--- src/rtl/bkpt_ack_pkg.sv ---
package bkpt_ack_pkg;

    typedef enum logic [2:0] {
        ST_IDLE        = 3'd0,
        ST_SETUP       = 3'd1,
        ST_STROBE      = 3'd2,
        ST_WAIT_RESP   = 3'd3,
        ST_RELEASE     = 3'd4,
        ST_WAIT_NEGATE = 3'd5
    } bk_state_e;

    typedef struct packed {
        bk_state_e state;
        logic      exc_start;
        logic      exc_berr;
    } bk_regs_t;

    localparam bk_regs_t BK_RESET = '{state: ST_IDLE, exc_start: 1'b0, exc_berr: 1'b0};

endpackage

--- src/rtl/bkpt_sig_enc.sv ---
module bkpt_sig_enc #(
    parameter int                ADDR_W     = 20,
    parameter int                FC_W       = 3,
    parameter int                SIZE_W     = 2,
    parameter int                TYPE_W     = 4,
    parameter logic [TYPE_W-1:0] SPACE_TYPE = '0,
    parameter logic [FC_W-1:0]   FC_CPU     = '1,
    parameter logic [SIZE_W-1:0] SIZE_WORD  = 2'b10
) (
    input  logic              drive_i,
    output logic [ADDR_W-1:0] addr_o,
    output logic [FC_W-1:0]   fc_o,
    output logic [SIZE_W-1:0] size_o,
    output logic              rd_o
);
    localparam int TYPE_LSB = ADDR_W - TYPE_W;

    for (genvar b = 0; b < ADDR_W; b++) begin : g_abit
        if (b >= TYPE_LSB) begin : g_type
            assign addr_o[b] = drive_i & SPACE_TYPE[b - TYPE_LSB];
        end else if (b >= 1 && b <= 4) begin : g_ones
            assign addr_o[b] = drive_i;
        end else begin : g_zero
            assign addr_o[b] = 1'b0;
        end
    end

    assign fc_o   = drive_i ? FC_CPU : '0;
    assign size_o = drive_i ? SIZE_WORD : '0;
    assign rd_o   = drive_i;

endmodule

--- src/rtl/bkpt_resp_det.sv ---
module bkpt_resp_det (
    input  logic arm_i,
    input  logic xfer_ack_i,
    input  logic berr_i,
    output logic any_o,
    output logic hit_o,
    output logic berr_o
);
    assign any_o  = xfer_ack_i | berr_i;
    assign hit_o  = arm_i & any_o;
    assign berr_o = berr_i;
endmodule

--- src/rtl/bkpt_ack_seq.sv ---
module bkpt_ack_seq #(
    parameter int                ADDR_W     = 20,
    parameter int                FC_W       = 3,
    parameter int                SIZE_W     = 2,
    parameter int                TYPE_W     = 4,
    parameter logic [TYPE_W-1:0] SPACE_TYPE = '0,
    parameter logic [FC_W-1:0]   FC_CPU     = '1,
    parameter logic [SIZE_W-1:0] SIZE_WORD  = 2'b10
) (
    input  logic              clk,
    input  logic              rst_n,
    input  logic              bkpt_req_i,
    input  logic              xfer_ack_i,
    input  logic              berr_i,
    output logic [ADDR_W-1:0] addr_o,
    output logic [FC_W-1:0]   fc_o,
    output logic [SIZE_W-1:0] size_o,
    output logic              rd_o,
    output logic              bus_drive_o,
    output logic              addr_strb_o,
    output logic              data_strb_o,
    output logic              exc_start_o,
    output logic              exc_berr_o,
    output logic              busy_o
);
    import bkpt_ack_pkg::*;

    bk_regs_t r_d, r_q;
    logic     resp_any, resp_hit, resp_berr;
    logic     drive, strobe;

    bkpt_resp_det u_resp (
        .arm_i      (r_q.state == ST_WAIT_RESP),
        .xfer_ack_i (xfer_ack_i),
        .berr_i     (berr_i),
        .any_o      (resp_any),
        .hit_o      (resp_hit),
        .berr_o     (resp_berr)
    );

    always_comb begin
        r_d           = r_q;
        r_d.exc_start = 1'b0;
        unique case (r_q.state)
            ST_IDLE: begin
                if (bkpt_req_i) begin
                    r_d.state    = ST_SETUP;
                    r_d.exc_berr = 1'b0;
                end
            end
            ST_SETUP:  r_d.state = ST_STROBE;
            ST_STROBE: r_d.state = ST_WAIT_RESP;
            ST_WAIT_RESP: begin
                if (resp_hit) begin
                    r_d.state     = ST_RELEASE;
                    r_d.exc_start = 1'b1;
                    r_d.exc_berr  = resp_berr;
                end
            end
            ST_RELEASE: r_d.state = ST_WAIT_NEGATE;
            ST_WAIT_NEGATE: begin
                if (!resp_any) r_d.state = ST_IDLE;
            end
            default: r_d = BK_RESET;
        endcase
    end

    always_ff @(posedge clk or negedge rst_n) begin
        if (!rst_n) r_q <= BK_RESET;
        else        r_q <= r_d;
    end

    assign drive  = (r_q.state == ST_SETUP) || (r_q.state == ST_STROBE) ||
                    (r_q.state == ST_WAIT_RESP) || (r_q.state == ST_RELEASE);
    assign strobe = (r_q.state == ST_STROBE) || (r_q.state == ST_WAIT_RESP);

    bkpt_sig_enc #(
        .ADDR_W     (ADDR_W),
        .FC_W       (FC_W),
        .SIZE_W     (SIZE_W),
        .TYPE_W     (TYPE_W),
        .SPACE_TYPE (SPACE_TYPE),
        .FC_CPU     (FC_CPU),
        .SIZE_WORD  (SIZE_WORD)
    ) u_sig (
        .drive_i (drive),
        .addr_o  (addr_o),
        .fc_o    (fc_o),
        .size_o  (size_o),
        .rd_o    (rd_o)
    );

    assign bus_drive_o = drive;
    assign addr_strb_o = strobe;
    assign data_strb_o = strobe;
    assign exc_start_o = r_q.exc_start;
    assign exc_berr_o  = r_q.exc_berr;
    assign busy_o      = (r_q.state != ST_IDLE);

endmodule

--- config.mk ---
export PLATFORM = sky130hd
export DESIGN_NAME = bkpt_ack_seq
export DESIGN_NICKNAME = d
export VERILOG_FILES = /design/src/rtl/bkpt_ack_pkg.sv /design/src/rtl/bkpt_sig_enc.sv /design/src/rtl/bkpt_resp_det.sv /design/src/rtl/bkpt_ack_seq.sv
export SDC_FILE = /design/constraint.sdc
export NUM_CORES = 1
export LEC_CHECK = 0
export BUFFER_PORTS_ARGS = -buffer_cell sky130_fd_sc_hd__buf_2
export CORE_MARGIN = 4
export CORE_UTILIZATION = 38
export CTS_BUF_LIST = sky130_fd_sc_hd__clkbuf_8 sky130_fd_sc_hd__clkbuf_16
export DETAILED_ROUTE_END_ITERATION = 8
export HOLD_SLACK_MARGIN = 0.02
export PLACE_DENSITY = 0.77
export SLEW_MARGIN = 20
export SYNTH_ARGS = -nofsm -noshare
export SYNTH_HDL_FRONTEND = slang
export SYNTH_SLANG_ARGS = --single-unit
--- constraint.sdc ---
create_clock -name clk -period 1.75 [get_ports clk]
set_clock_uncertainty 0.2 [all_clocks]
set_input_delay 0.2625 -clock clk [delete_from_list [all_inputs] [get_ports clk]]
set_output_delay 0.2625 -clock clk [all_outputs]
set_load 0.03 [all_outputs]
# == Yosys cells after proc, flatten, opt, wreduce, memory -nomap -nowiden ==
# Index checks and enable logic that the tools add are counted.
# totals
mem_bits_rw,0
latchBits,0
n_memories,0
mem_bits_ro,0
reg_bits,5
input_bits,5
elab_cells,32
output_inout_bits,32
# classes
order_cmp,0
muxes,9
eq_ne,8
n_addsub,0
bitwise,3
mul,0
div,0
shifts,0
n_reduce_logical,9
# op_table
cell,count
3-bit case mux with 6 select lines,1
3-bit two-way mux,3
3-bit by 2-bit == test with 1-bit output (second input constant),2
3-bit == test (second input constant),2
2-bit inequality test (second input constant),3
3-bit AND reduction,2
5-bit two-way mux,1
1-bit logical OR,4
4-bit OR reduction,1
3-bit by 1-bit == test with 1-bit output (second input constant),1
3-bit zero test,1
1-bit case mux with 3 select lines,1
3-bit nonzero test,1
1-bit two-way mux,2
2-bit two-way mux,1
1-bit bitwise AND,1
1-bit NOT,1
1-bit bitwise OR,1

# == Depth between registers and ports, before layout ==
# Gate-level depths: netlist of run 1.
# logic_depth
ltp_word,5
mapped_depth,4
ltp_nobuf,3

# == By module ==
# A second synthesis of run 1 with hierarchy kept.
# hier_totals
cells_unflattened,55
area_unflattened_um2,486.7
# modules_own_cells
module,cells_each,seq_area_each_um2,area_per_inst_um2,n_inst
bkpt_ack_seq,25,125.1,266.5,1
bkpt_sig_enc,27,0.0,198.9,1
bkpt_resp_det,3,0.0,21.3,1

# == Worst setup path before layout of run 1 ==
# No wires, ideal clock.
# synth_timing
path_type,register to output
startpoint,register r_q[3] (netlist bit)
endpoint,output port addr_o[1]
stages_incl_launch_ff,4
path_slack_ps,-412
arrival_time_ps,1700
path_buffers,1
required_ps,1287
cell_sequence,dfrtp_1 -> nor2_1 -> xnor2_1 -> buf_4
# synth_between
elab_chain_cells,4
word_cells_on_any_way,7
cone_classes,eq/ne (4); reduce/logical (3)
# synth_lines
item,line_no,source
from (decl),bkpt_ack_seq.sv:28,"bk_regs_t r_d, r_q;"
from (signal assigned),bkpt_ack_seq.sv:70,else r_q <= r_d;
3-bit by 1-bit == test with 1-bit output / 3-bit by 2-bit == test with 1-bit output (equally long branches),bkpt_ack_seq.sv:73,assign drive = (r_q.state == ST_SETUP) || (r_q.state == ST_STROBE) ||
1-bit logical OR (2 in a row),bkpt_ack_seq.sv:73,
1-bit logical OR (*),bkpt_ack_seq.sv:74,(r_q.state == ST_WAIT_RESP) || (r_q.state == ST_RELEASE);
to (decl),bkpt_ack_seq.sv:15,"output logic [ADDR_W-1:0] addr_o,"
# Mark *: on every way between the ends. The rest lies on a longest branch, timed or not.

# == Worst setup path in the final report of run 1 ==
# layout_timing
startpoint,register r_q[2] (netlist bit)
endpoint,output port busy_o
# layout_between
elab_chain_cells,1
# layout_lines
item,line_no,source
3-bit nonzero test,bkpt_ack_seq.sv:98,assign busy_o = (r_q.state != ST_IDLE);
to (decl),bkpt_ack_seq.sv:24,output logic busy_o
# Every way passes these cells.

==> impl_metrics.json, run 1 <==
{
  "status": "finished clean",
  "wl_met3_um": 109,
  "path_class": "reg -> out",
  "die_h_um": 44.1,
  "drive_gt1_frac": 0.465,
  "drv_cap": 0,
  "fill_cells": 128,
  "hold_class": "in -> reg",
  "cts_htree_levels": 1,
  "die_area_um2": 1950,
  "start_util": 0.423,
  "grt_pass1_vias": 281,
  "cts_tree": "yes",
  "worstReg2RegStart": "r_q[2]",
  "antenna_found_initial": 0,
  "route.antenna.remaining_nets": 0,
  "io_pins": 37,
  "rows": 12,
  "ys_seq_area_frac": 0.253,
  "track_usage": 0.0885,
  "met1_length_um": 275,
  "crit_required_ps": 1290,
  "r2r_slack_ps": 280,
  "ys_warn_count": 0,
  "grt_overflow": 0,
  "place_congestion": 0.847,
  "reg2reg_to": "r_q[4]",
  "num_antenna_cells": 0,
  "hpwl_um": 683,
  "cp.arrival_ps": 1270,
  "syn_avg_cell_area_um2": 8.85,
  "drt_wl_total_um": 860,
  "end_kind": "output pin",
  "cts_num_sinks": 5,
  "setup_violations": 0,
  "max_freq_mhz": 576,
  "hold-worst-slack_ps": 164,
  "ys_types": 24,
  "port-buffer-count": 19,
  "fin_area_um2": 593,
  "slew_violations": 0,
  "period_share": 0.992,
  "drc": 0,
  "cts_max_path_buffers": 2,
  "reg2reg_depth": 5,
  "rsz0062_at_grt": "true",
  "finalNetCount": 77,
  "grt_first_pass_wirelength_um": 1120,
  "hp-start": "bkpt_req_i",
  "min_period_ps": 1740,
  "topRoutingLayerUsed": "met4",
  "numCtsBuffers": 3,
  "fp.coreArea_um2": 1170,
  "firstDrtPassIters": 2,
  "worstHoldEndpoint": "r_q[2]",
  "synth_cells": 56,
  "cts-root-buf": "clkbuf_8",
  "crit_path_start_kind": "flip-flop",
  "routedWlPerCell_um": 10.1,
  "syn2layout_area_growth_pct": 19.7,
  "holdPathStages": 3,
  "dieWidth_um": 44.1,
  "grt_max_degree": 11,
  "dr_wl_met2_um": 429,
  "vias": 363,
  "drt_iter0_drc": 2,
  "clkTransAtPathRegs_ps": 30,
  "finalHoldViolations": 0,
  "clk_latency_ps": 220,
  "synthesis.area_um2": 495,
  "ys_ff_latch": 5,
  "crit_fanout": 2,
  "vias_per_cell": 4.27,
  "post_dp_cell_area_um2": 483
}
Yosys cell counts, drive strengths merged:
library cell,instances,area [um^2]
a31o,1,8.76
a211oi,1,7.51
o211ai,1,7.51
o21ai,1,5.00
buf,29,219
xnor2,1,8.76
nand2b,2,12.5
o22ai,1,6.26
dfrtp,5,125
a31oi,1,6.26
nor3,1,5.00
o221ai,1,8.76
nor3b,1,12.5
inv,2,7.50
o2bb2ai,1,8.76
conb,1,3.75
mux2i,1,10.0
nand2,1,3.75
nor2,2,7.51
o21a,1,15.0
or3,1,6.26
critical path, cell delays in order, from the launching register on:
cell and delay [ps]:
dfrtp_1 410, buf_6 130, or3_4 370, buf_6 140
metrics by stage:
stage / cells / util / setup TNS (ps) / worst slack, ps
2_1_floorplan: 72 / - / 0 / 41.4
3_3_place_gp: 78 / 0.412 / 0 / 212
3_5_place_dp: 78 / 0.412 / 0 / 163
4_1_cts: 83 / 0.479 / 0 / 7.28
5_1_grt: 85 / 0.506 / -15.5 / -15.5
6_report: 85 / 0.506 / 0 / 14.4
repair_timing:
item,CTS,global route
setup endpoints to repair,11,11
hold buffers,1,0
resized for setup,7,1
setup buffers,0,2
pin swaps,0,1
gates cloned,0,0
hold endpoints to repair,5,0
layer usage:
metal  global-route usage  vias up
met1               0.0786      164
met4                0.145        0
li1                     -      170
met2                0.128       25
met3               0.0244        4
met5                    0        -
cell type report:
type | instances | area (um^2) | area share
clock buffer | 3 | 41.3 | 0.0696
inverter | 2 | 7.51 | 0.0127
sequential | 5 | 126 | 0.213
timing repair buffer | 24 | 161 | 0.272
tap | 14 | 17.5 | 0.0295
clock inverter | 1 | 3.75 | 0.00633
multi-input combinational | 36 | 235 | 0.397
worst max path at each step:
stage / cells after the start / endpoint / from
detailed placement: 3 / fc_o[2] / r_q[3]
global route: 3 / busy_o / r_q[2]
floorplan: 4 / addr_o[1] / r_q[2]
finish: 3 / busy_o / r_q[2]
global placement: 3 / addr_o[2] / r_q[3]
CTS: 3 / fc_o[2] / r_q[3]
cells in the final DEF (no fill, tap or decap), types with 2 or more instances in the layout:
master / Yosys / routed
buf_2: 1 / 18
inv_1: 1 / 2
dfrtp_1: 5 / 4
conb_1: 1 / 17
buf_6: 1 / 3
nand2b_1: 2 / 2
clkbuf_8: 0 / 3
logic make-up (layout without fill, tap and decap cells):
logic type,after synthesis,in the layout,synth area share
AO/OA/AOI/OAI,9,9,0.149
multiplexers,1,1,0.0202
buffers and inverters,31,30,0.457
AND/OR/NAND/NOR,8,8,0.0959
other,1,17,0.00757
flip-flops,5,5,0.253
XOR/XNOR,1,1,0.0177
registers in the layout, indices dropped and copies added, names as in the netlist:
signal,count
exc_berr_o,1
exc_start_o,1
r_q,3
Power of run 1 is not shown: default switching activity piles up to over one toggle a cycle in this logic, so the estimate is an artifact.
==> run 2, diff against run 1 <==
- ABC_AREA: not set -> 1
==> run 2 against run 1 <==
The run now ends with setup timing left. Die area is 0.20% higher. Core utilization is 14 points higher. Routed wire length is 47% higher. First-iteration DRC count grew to 4.5 times the previous value. Global-route usage is 4.9 points higher. Clock-buffer cell count stayed put. Setup slack worse by 140 ps. Hold slack worse by 99 ps. Final cell count is 35% higher. Sequential share of layout area is 4.5 points lower. Non-clock buffer count is 13 higher. Maximum frequency is 7.5% lower.
==> impl_metrics.json, run 2 <==
{
  "violations": "setup timing",
  "routedWlPerCell_um": 11.0,
  "grt_pass1_vias": 442,
  "syn2layout_area_growth_pct": 53.1,
  "synth.most_common_cell": "buf_4",
  "grt_overflow": 0,
  "vias_per_cell": 4.13,
  "hold_class": "in -> reg",
  "drc": 0,
  "fin_area_um2": 761,
  "synth_cells": 70,
  "synth_top_area_frac": 0.408,
  "crit_required_ps": 1290,
  "dieWidth_um": 44.2,
  "finalNetCount": 107,
  "cts_max_path_buffers": 2,
  "cp.arrival_ps": 1410,
  "die_area_um2": 1950,
  "slew_violations": 0,
  "ys_seq_area_frac": 0.252,
  "rows": 12,
  "end_kind": "output pin",
  "async_flop_share": 1.00,
  "grt_max_degree": 7,
  "ys_types": 15,
  "fill_cells": 96,
  "numCtsBuffers": 3,
  "yosysTopAreaCell": "buf_4",
  "clkTransAtPathRegs_ps": 40,
  "cts_num_sinks": 5,
  "setup_violations": 10,
  "cts_tree": "yes",
  "antenna_found_initial": 0,
  "port-buffer-count": 19,
  "start_util": 0.424,
  "path_class": "reg -> out",
  "finalHoldViolations": 0,
  "ys_ff_latch": 5,
  "largest_reg_flops": 3,
  "final_cell_mix": "conb_1 (17), buf_4 (17), buf_6 (10), buf_2 (9), nand2_1 (8)",
  "drive_gt1_frac": 0.535,
  "reg2reg_depth": 10,
  "synth_common_cells": "buf_4 (27), nand2_1 (9), nor2_1 (8), inv_1 (6), dfrtp_1 (5)",
  "crit_path_start_kind": "flip-flop",
  "hold-worst-slack_ps": 65.0,
  "synthesis.area_um2": 497,
  "die_h_um": 44.2,
  "cts_htree_levels": 1,
  "holdPathStages": 3,
  "clk_latency_ps": 220,
  "io_pins": 37,
  "status": "complete, but fails checks",
  "vias": 475,
  "tns_ps": -1120,
  "track_usage": 0.137,
  "grt_first_pass_wirelength_um": 1900,
  "firstDrtPassIters": 4,
  "synthFlopType": "dfrtp_1",
  "hpwl_um": 793,
  "drt_iter0_drc": 9,
  "pre_cts_ws_ps": 18.3,
  "fp.coreArea_um2": 1170,
  "period_share": 1.07,
  "post_dp_cell_area_um2": 482,
  "crit_fanout": 5,
  "route.antenna.remaining_nets": 0,
  "rsz0062_at_grt": "true",
  "largest_register": "r_q",
  "min_period_ps": 1880,
  "syn_avg_cell_area_um2": 7.10,
  "ys_warn_count": 0,
  "cts-root-buf": "clkbuf_8",
  "place_congestion": 0.795,
  "r2r_slack_ps": 150,
  "drt_wl_total_um": 1270,
  "drv_cap": 0,
  "setup_ws_ps": -125,
  "max_freq_mhz": 533,
  "yosys-top-cells-area": "buf_4 (41%), dfrtp_1 (25%), nand2_1 (6.8%), nor2_1 (6.0%), inv_1 (4.5%)",
  "synth_edf_count": 0,
  "num_antenna_cells": 0
}
==> run 2: cell types whose count changed after synthesis, moves of 2 or more <==
| cell | change |
|---|---|
| nand2_2 | +2 |
| nor2_1 | +6 |
| inv_1 | +5 |
| nand2b_1 | -2 |
| nand2_1 | +8 |
| nand3_1 | +4 |
==> run 2: repair_timing <==
| item | 4_1_cts | 5_1_grt |
|---|---|---|
| hold buffers | 1 | 0 |
| endpoints found under the setup margin | 10 | 11 |
| pin swaps | 4 | 6 |
| hold endpoints to repair | 5 | 0 |
| gates cloned | 1 | 0 |
| resized for setup | 29 | 5 |
| setup buffers | 13 | 5 |
==> run 2: area by class of cell <==
class	instances	area (um^2)	area share
tap	14	17.5	0.0230
sequential	5	128	0.168
multi-input combinational	46	239	0.314
inverter	9	36.3	0.0477
clock inverter	1	3.75	0.00493
timing repair buffer	37	295	0.388
clock buffer	3	41.3	0.0543
==> run 2: layer usage <==
metal  part of all wire  vias up  global-route usage
met3              0.088        7              0.0610
met2               0.56       30               0.259
li1                   -      229                   -
met1               0.32      209               0.116
met5                  0        -                   0
met4              0.036        0              0.0783
==> run 2: worst max-delay path, cell delays in order, from the launching register on <==
cell and delay, ps:
dfrtp_2 440, buf_6 130, nand2_4 40, nor2_4 120
inv_2 50, nand3b_1 190, buf_4 210
==> run 2: final timing paths <==
kind / from / endpoint
hold / removal: berr_i / exc_berr_o
max in group asynchronous: rst_n / r_q[3]
min in group asynchronous: rst_n / r_q[2]
setup / recovery: r_q[3] / fc_o[1]
setup reg to reg: r_q[2] / exc_berr_o
hold reg to reg: exc_berr_o / exc_berr_o
==> run 2: cell families (layout without fill, tap and decap cells) <==
| group | count (synthesis) | count (layout) | share of synthesized area |
|---|---|---|---|
| and+or+nand+nor | 26 | 27 | 0.242 |
| AOI/OAI and AO/OA | 2 | 2 | 0.0227 |
| buffers and inverters | 36 | 50 | 0.476 |
| DFF | 5 | 5 | 0.252 |
| other | 1 | 17 | 0.00755 |
==> run 2: metrics by stage <==
step,cells,utilization
after global placement,94,0.411
final,115,0.650
after CTS,113,0.622
after detailed placement,94,0.411
after floorplan,86,-
after global routing,115,0.650
Power of run 2 is left out for the same reason.
==> run 3, diff against run 2 <==
- GPL_ROUTABILITY_DRIVEN: not set -> 0
- MAX_ROUTING_LAYER: not set -> met4
==> run 3 against run 2 <==
The run still ends with setup timing left. Sequential share of layout area did not move. Via count fell by 0.42%. First-iteration DRC count rose by 22%. Final cell count did not move. Setup slack improved by 5.7 ps. Critical path type unchanged. Critical endpoint unchanged. Highest routed layer unchanged.
==> impl_metrics.json, run 3 (same netlist as run 2, synthesis figures left out) <==
{
  "grt_overflow": 0,
  "crit_required_ps": 1290,
  "clkTransAtPathRegs_ps": 40,
  "cp_slowest_stage_delay_ps": 440,
  "hpwl_um": 793,
  "slew_violations": 0,
  "cts_num_sinks": 5,
  "path_delay_family": "flip-flops",
  "drt_wl_total_um": 1270,
  "worst-path-buf-inv": 3,
  "violations": "setup timing",
  "firstDrtPassIters": 4,
  "drt_iter0_drc": 11,
  "numCtsBuffers": 3,
  "clk_latency_ps": 220,
  "vias_per_cell": 4.11,
  "period_share": 1.07,
  "final_cell_mix": "conb_1 (17), buf_4 (17), buf_6 (10), buf_2 (9), nand2_1 (8)",
  "crit_fanout": 5,
  "setup_violations": 10,
  "finalNetCount": 107,
  "cp.arrival_ps": 1410,
  "syn2layout_area_growth_pct": 53.1,
  "die_h_um": 44.2,
  "end_kind": "output pin",
  "largest_reg_flops": 3,
  "cts_htree_levels": 1,
  "dieWidth_um": 44.2,
  "pre_cts_ws_ps": 18.3,
  "routedWlPerCell_um": 11.0,
  "cts_tree": "yes",
  "route.antenna.remaining_nets": 0,
  "setup_ws_ps": -120,
  "track_usage": 0.141,
  "antenna_found_initial": 0,
  "path_class": "reg -> out",
  "min_period_ps": 1870,
  "status": "complete, but fails checks",
  "vias": 473,
  "die_area_um2": 1950,
  "grt_max_degree": 7,
  "worst_path_max_delay_cell": "dfrtp_2",
  "rsz0062_at_grt": "true",
  "cts_max_path_buffers": 2,
  "drc": 0,
  "max_freq_mhz": 535,
  "port-buffer-count": 19,
  "multiInputGateArea_um2": 239,
  "drv_cap": 0,
  "largest_register": "r_q",
  "grt_first_pass_wirelength_um": 1900,
  "io_pins": 37,
  "start_util": 0.424,
  "fp.coreArea_um2": 1170,
  "rows": 12,
  "drive_gt1_frac": 0.535,
  "crit_path_start_kind": "flip-flop",
  "finalHoldViolations": 0,
  "worstPathCellList": "buf_6, nand2_4, nor2_4, inv_2, nand3b_1, buf_4",
  "cts-root-buf": "clkbuf_8",
  "seq_area_um2": 128,
  "fill_cells": 96,
  "hold_class": "in -> reg",
  "grt_pass1_vias": 442,
  "num_antenna_cells": 0
}
-- run 3: cell counts in the layout (fill, tap and decap cells not counted) --
No cell type changed its count.
-- run 3: layout make-up --
| type | instances | share of cell area |
|---|---|---|
| multi-input cells | 46 | 0.314 |
| well taps | 14 | 0.0230 |
| flip-flops and latches | 5 | 0.168 |
| inverters | 9 | 0.0477 |
| clock buffers | 3 | 0.0543 |
| repair buffers | 37 | 0.388 |
| clock inverters | 1 | 0.00493 |
-- run 3: path summary, 6_finish.rpt --
| kind | start | to | slack [ps] | cells after the start |
|---|---|---|---|---|
| setup / recovery | r_q[3] | fc_o[1] | -120 | 6 |
| hold / removal | berr_i | exc_berr_o | 60 | 3 |
| setup reg to reg | r_q[2] | exc_berr_o | 140 | 10 |
| hold reg to reg | exc_berr_o | exc_berr_o | 270 | 2 |
| max in group asynchronous | rst_n | r_q[3] | 1040 | 2 |
| min in group asynchronous | rst_n | r_q[2] | 170 | 2 |
-- run 3: layer usage --
layer	vias up	GRT usage	share of wire
li1	229	-	-
met1	206	0.116	0.30
met2	31	0.259	0.57
met3	7	0.0610	0.093
met4	0	0.0783	0.036
met5	-	-	0
-- run 3: tightest hold or removal path: stages --
cell	delay, ps
buf_2	80
nand2_1	50
nand2_1	50
-- run 3: repair_timing --
item,CTS,global route
setup endpoints to repair,10,11
pin swaps,4,6
gates cloned,1,0
hold buffers,1,0
endpoints found under the hold margin,5,0
gates resized for setup,29,5
buffers inserted,13,5
-- run 3: stage by stage --
step	instance area [um^2]	instances	setup TNS [ps]	utilization	hold WS (ps)
2_1_floorplan	557	86	-1200	-	-233
3_3_place_gp	482	94	0	0.411	-120
3_5_place_dp	482	94	0	0.411	-121
4_1_cts	728	113	-817	0.622	73.3
5_1_grt	761	115	-1640	0.650	87.5
6_report	761	115	-1060	0.650	65.0
Power of run 3 is left out for the same reason.
